## src/rtl/slotwin_pkg.sv

```systemverilog
package slotwin_pkg;
    typedef enum logic [2:0] {
        REG_NONE,
        REG_CTRL,
        REG_PAGE,
        REG_XLO,
        REG_XHI
    } region_t;

    typedef enum logic [1:0] {
        RSP_IDLE,
        RSP_RAM,
        RSP_ZERO
    } rsp_state_t;
endpackage

```

## src/rtl/slotwin_decode.sv

```systemverilog
module slotwin_decode
    import slotwin_pkg::*;
(
    input  logic    strobe,
    input  logic    ctrl_sel,
    input  logic    page_sel,
    input  logic    xwin_sel,
    input  logic    upper_half,
    output region_t region
);
    always_comb begin
        region = REG_NONE;
        if (strobe) begin
            if (ctrl_sel)
                region = REG_CTRL;
            else if (page_sel)
                region = REG_PAGE;
            else if (xwin_sel)
                region = upper_half ? REG_XHI : REG_XLO;
        end
    end
endmodule

```

## src/rtl/slotwin_bank.sv

```systemverilog
module slotwin_bank
    import slotwin_pkg::*;
#(
    parameter int BANK_W = 4
) (
    input  logic              clk,
    input  logic              rst_n,
    input  region_t           region,
    input  logic              is_write,
    input  logic              peek,
    input  logic [BANK_W-1:0] nibble,
    output logic [BANK_W-1:0] bank
);
    logic load;

    assign load = (region == REG_CTRL) && (is_write || !peek);

    always_ff @(posedge clk) begin
        if (!rst_n)
            bank <= '0;
        else if (load)
            bank <= nibble;
    end
endmodule

```

## src/rtl/slotwin_addr_map.sv

```systemverilog
module slotwin_addr_map
    import slotwin_pkg::*;
#(
    parameter int              LOCAL_AW  = 15,
    parameter int              BANK_W    = 4,
    parameter int              WIN_AW    = 10,
    parameter int              PAGE_AW   = 8,
    parameter logic [LOCAL_AW-1:0] PAGE_BASE = 15'h7B00,
    parameter logic [LOCAL_AW-1:0] HI_BASE   = 15'h7C00
) (
    input  region_t             region,
    input  logic [BANK_W-1:0]   bank,
    input  logic [WIN_AW-1:0]   offset,
    output logic [LOCAL_AW-1:0] addr
);
    localparam int LO_W = BANK_W + WIN_AW;

    logic [LO_W-1:0] lo_addr;

    assign lo_addr = {bank, offset};

    always_comb begin
        unique case (region)
            REG_PAGE: addr = PAGE_BASE + LOCAL_AW'(offset[PAGE_AW-1:0]);
            REG_XLO:  addr = LOCAL_AW'(lo_addr);
            REG_XHI:  addr = HI_BASE + LOCAL_AW'(offset);
            default:  addr = '0;
        endcase
    end
endmodule

```

## src/rtl/slotwin_rsp_fsm.sv

```systemverilog
module slotwin_rsp_fsm
    import slotwin_pkg::*;
#(
    parameter int DATA_W = 8
) (
    input  logic              clk,
    input  logic              rst_n,
    input  region_t           region,
    input  logic              is_write,
    input  logic [DATA_W-1:0] ram_rdata,
    output logic [DATA_W-1:0] rdata,
    output logic              rvalid
);
    rsp_state_t state_q;
    rsp_state_t state_d;

    always_comb begin
        state_d = RSP_IDLE;
        if (!is_write) begin
            unique case (region)
                REG_CTRL:                  state_d = RSP_ZERO;
                REG_PAGE, REG_XLO, REG_XHI: state_d = RSP_RAM;
                default:                   state_d = RSP_IDLE;
            endcase
        end
    end

    always_ff @(posedge clk) begin
        if (!rst_n)
            state_q <= RSP_IDLE;
        else
            state_q <= state_d;
    end

    always_comb begin
        unique case (state_q)
            RSP_RAM: begin
                rdata  = ram_rdata;
                rvalid = 1'b1;
            end
            RSP_ZERO: begin
                rdata  = '0;
                rvalid = 1'b1;
            end
            default: begin
                rdata  = '0;
                rvalid = 1'b0;
            end
        endcase
    end
endmodule

```

## src/rtl/slot_ram_window.sv

```systemverilog
module slot_ram_window
    import slotwin_pkg::*;
#(
    parameter int DATA_W   = 8,
    parameter int LOCAL_AW = 15,
    parameter int BANK_W   = 4,
    parameter int WIN_AW   = 10,
    parameter int PAGE_AW  = 8
) (
    input  logic                clk,
    input  logic                rst_n,
    input  logic                host_strobe,
    input  logic                host_we,
    input  logic                host_peek,
    input  logic                ctrl_sel,
    input  logic                page_sel,
    input  logic                xwin_sel,
    input  logic [WIN_AW:0]     host_addr,
    input  logic [DATA_W-1:0]   host_wdata,
    output logic [DATA_W-1:0]   host_rdata,
    output logic                host_rvalid,
    output logic [LOCAL_AW-1:0] ram_addr,
    output logic                ram_we,
    output logic [DATA_W-1:0]   ram_wdata,
    input  logic [DATA_W-1:0]   ram_rdata
);
    region_t           region;
    logic [BANK_W-1:0] bank_q;

    slotwin_decode i_decode (
        .strobe     (host_strobe),
        .ctrl_sel   (ctrl_sel),
        .page_sel   (page_sel),
        .xwin_sel   (xwin_sel),
        .upper_half (host_addr[WIN_AW]),
        .region     (region)
    );

    slotwin_bank #(.BANK_W(BANK_W)) i_bank (
        .clk      (clk),
        .rst_n    (rst_n),
        .region   (region),
        .is_write (host_we),
        .peek     (host_peek),
        .nibble   (host_addr[BANK_W-1:0]),
        .bank     (bank_q)
    );

    slotwin_addr_map #(
        .LOCAL_AW (LOCAL_AW),
        .BANK_W   (BANK_W),
        .WIN_AW   (WIN_AW),
        .PAGE_AW  (PAGE_AW)
    ) i_map (
        .region (region),
        .bank   (bank_q),
        .offset (host_addr[WIN_AW-1:0]),
        .addr   (ram_addr)
    );

    slotwin_rsp_fsm #(.DATA_W(DATA_W)) i_rsp (
        .clk       (clk),
        .rst_n     (rst_n),
        .region    (region),
        .is_write  (host_we),
        .ram_rdata (ram_rdata),
        .rdata     (host_rdata),
        .rvalid    (host_rvalid)
    );

    assign ram_we    = host_we && ((region == REG_XLO) || (region == REG_XHI));
    assign ram_wdata = host_wdata;
endmodule

```

## config.mk

```make
export PLATFORM = sky130hd
export DESIGN_NAME = slot_ram_window
export DESIGN_NICKNAME = d
export VERILOG_FILES = /design/src/rtl/slotwin_pkg.sv /design/src/rtl/slotwin_decode.sv /design/src/rtl/slotwin_bank.sv /design/src/rtl/slotwin_addr_map.sv /design/src/rtl/slotwin_rsp_fsm.sv /design/src/rtl/slot_ram_window.sv
export SDC_FILE = /design/constraint.sdc
export NUM_CORES = 1
export LEC_CHECK = 0
export ABC_AREA = 1
export ABC_CLOCK_PERIOD_IN_PS = 1300
export BUFFER_PORTS_ARGS = -buffer_cell sky130_fd_sc_hd__buf_4
export CORE_UTILIZATION = 35
export CTS_BUF_LIST = sky130_fd_sc_hd__clkbuf_4 sky130_fd_sc_hd__clkbuf_8 sky130_fd_sc_hd__clkbuf_16
export CTS_CLUSTER_SIZE = 8
export DETAILED_ROUTE_END_ITERATION = 10
export GPL_ROUTABILITY_DRIVEN = 0
export GPL_TIMING_DRIVEN = 0
export PLACE_DENSITY = 0.84
export SETUP_SLACK_MARGIN = 0.05
export SLEW_MARGIN = 10
export SYNTH_ARGS = -nofsm -noshare
export SYNTH_HDL_FRONTEND = slang
export SYNTH_SLANG_ARGS = --single-unit
```

## constraint.sdc

```tcl
create_clock -name clk -period 1.3 [get_ports clk]
set_input_delay 0 -clock clk [delete_from_list [all_inputs] [get_ports clk]]
set_output_delay 0 -clock clk [all_outputs]
set_load 0.02 [all_outputs]
```

==> results.sh <==
export IMPL_place_area_mm2=0.00105
export IMPL_drcViolationCount=0
export IMPL_yosys_warnings=0
export IMPL_yosysTopAreaCellShare=0.206
export IMPL_synthArstFlopShare=0
export IMPL_wl_per_cell_um=8.63
export IMPL_final_hold_viol_count=0
export IMPL_tightest_slew_ps=239
export IMPL_status="finished, final reports clean"
export IMPL_yosys_area_top_type="dfxtp_1"
export IMPL_clockBufferDepth=2
export IMPL_syn_to_final_growth_pct=85.9
export IMPL_ant_nets=0
export IMPL_layout_cells_non_filler=185
export IMPL_synthFlopType="dfxtp_1"
export IMPL_via_per_inst=4.25
export IMPL_maxCapViolations=0
export IMPL_period_share=0.859
export IMPL_setup_viol=0
export IMPL_period_minus_slack_ps=1120
export IMPL_htreeDepth=1
export IMPL_grt_max_degree=11
export IMPL_syn_area_per_cell_um2=5.51
export IMPL_cts_setup_buffers=0
export IMPL_row_count=14
export IMPL_p_total_mw=0.637
export IMPL_cp_end_kind="output port"
export IMPL_rsz0062_at_grt="false"
export IMPL_whs_ps=2.49
export IMPL_power_leakage_nw=0.729
export IMPL_cts_buffers=3
export IMPL_vias=786
export IMPL_max_slew_margin=0.841
export IMPL_critPathArrivalTime_ps=1120
export IMPL_fillCellCount=129
export IMPL_routed_wl_um=1600
export IMPL_synth_seq_area_share=0.206
export IMPL_cts_tree="built"
export IMPL_ioPinCount=68
export IMPL_finalClockSkew_ps=0
export IMPL_multi_input_area_um2=273
export IMPL_ys_types=16
export IMPL_finalInstanceArea_mm2=0.00109
export IMPL_die_w_um=42.9
export IMPL_ir_drop_mv=0.573
export IMPL_synth_nets=142
export IMPL_antenna_found_initial=0
export IMPL_first_iter_violations=13
export IMPL_yosysMostFrequentCell="inv_1"
export IMPL_antenna_cells=0
export IMPL_fp_coreArea_mm2=0.00154
export IMPL_cp_max_fo=8
export IMPL_portBuffers=59
export IMPL_clock_sinks=6
export IMPL_yosys_register_bits=6
export IMPL_ys_top_cells_by_count="inv_1, nor2_1, nand2_1"
export IMPL_placedCellCount=181
export IMPL_power_density_mw_per_mm2=587
export IMPL_slew_violations=0
export IMPL_hold_path_class="in2reg"
export IMPL_setup_tns_ps=0
export IMPL_clk_pin_slew_ps=40
export IMPL_overflow=0
export IMPL_drive_gt1_frac=0.450
export IMPL_clock_latency_ps=240
export IMPL_start_kind="flip-flop"
export IMPL_grt_pass1_wl_um=2450
export IMPL_crit_type="reg2out"
export IMPL_cts_root_buf="clkbuf_4"
export IMPL_start_util=0.379
export IMPL_synth_area_um2=584
export IMPL_die_y_um=42.9
export IMPL_fmax_mhz=896
export IMPL_grt_use_total=0.172
export IMPL_synth_edf_count=0
export IMPL_hpwl_um=1370
export IMPL_layout_nets=207
export IMPL_grt_pass1_vias=647
export IMPL_regArea_um2=120
export IMPL_crit_required_ps=1300
export IMPL_synth_area_leaders="dfxtp_1, inv_1, nor2_1, nand2_1, buf_4"
export IMPL_drt_pre_antenna_iters=4
export IMPL_synth_cells=106
export IMPL_fp_dieArea_mm2=0.00184
repair_timing:
action	4_1_cts	5_1_grt
endpoints found under the hold margin	3	0
resized for setup	0	0
setup endpoints to repair	0	8
hold buffers	2	0
flip-flops by register name (all words and copies together), names as in the netlist:
register / cells
i_bank.bank: 4
i_rsp.state_q: 2
cell usage in the layout, fill, tap and decap left out, drive strengths merged:
master and count:
buf 68, clkbuf 3, dfxtp 6, dlygate4sd3 2, ha 1, inv 32, nand2 21, nand3 2
nand4 1, nor2 24, nor3 3, o21ai 6
through the flow:
step	setup slack, ps	utilization
CTS	51.1	0.707
finish	184	0.705
detailed placement	314	0.679
global route	59.5	0.705
global placement	335	0.679
floorplan	418	-
area by class of cell:
class | instances | area share
repair buffers | 61 | 0.426
multi-input cells | 58 | 0.251
flip-flops and latches | 6 | 0.111
inverters | 32 | 0.111
plain buffers | 9 | 0.0622
clock buffers | 3 | 0.0207
well taps | 16 | 0.0184
logic make-up (layout without fill, tap and decap cells):
logic type / count (synthesis) / in the layout / share of synthesized area
buf+inv: 42 / 105 / 0.328
simple gates: 51 / 51 / 0.394
compound gates: 6 / 6 / 0.0514
flops: 6 / 6 / 0.206
fa+ha+maj: 1 / 1 / 0.0214
power breakdown:
| group | switching (mW) | leakage (nW) | total (mW) | internal, mW |
|---|---|---|---|---|
| Sequential | 0.00311 | 0.0491 | 0.198 | 0.195 |
| Clock | 0.0582 | 0.0138 | 0.162 | 0.104 |
| Combinational | 0.136 | 0.666 | 0.277 | 0.141 |
worst max-delay path: stages (launching register included):
cell	delay, ps
dfxtp_1	290
inv_1	40
ha_1	270
nand2_1	90
inv_1	60
buf_4	130
layer usage:
metal	up-vias	GRT usage	part of all wire
met4	0	0.0563	0
met2	49	0.330	0.51
met3	0	0.0681	0.14
li1	418	-	-
met1	319	0.161	0.35
met5	-	0	0
path summary, 6_finish.rpt:
check / to / cells after the start / slack, ps / startpoint
setup reg to reg: i_bank.bank[1] / 4 / 690 / i_bank.bank[1]
hold reg to reg: i_bank.bank[0] / 4 / 510 / i_bank.bank[0]
setup / recovery: host_rdata[3] / 5 / 180 / i_rsp.state_q[1]
hold / removal: i_bank.bank[3] / 3 / 2 / host_addr[3]
(Power assumes the default switching activity.)
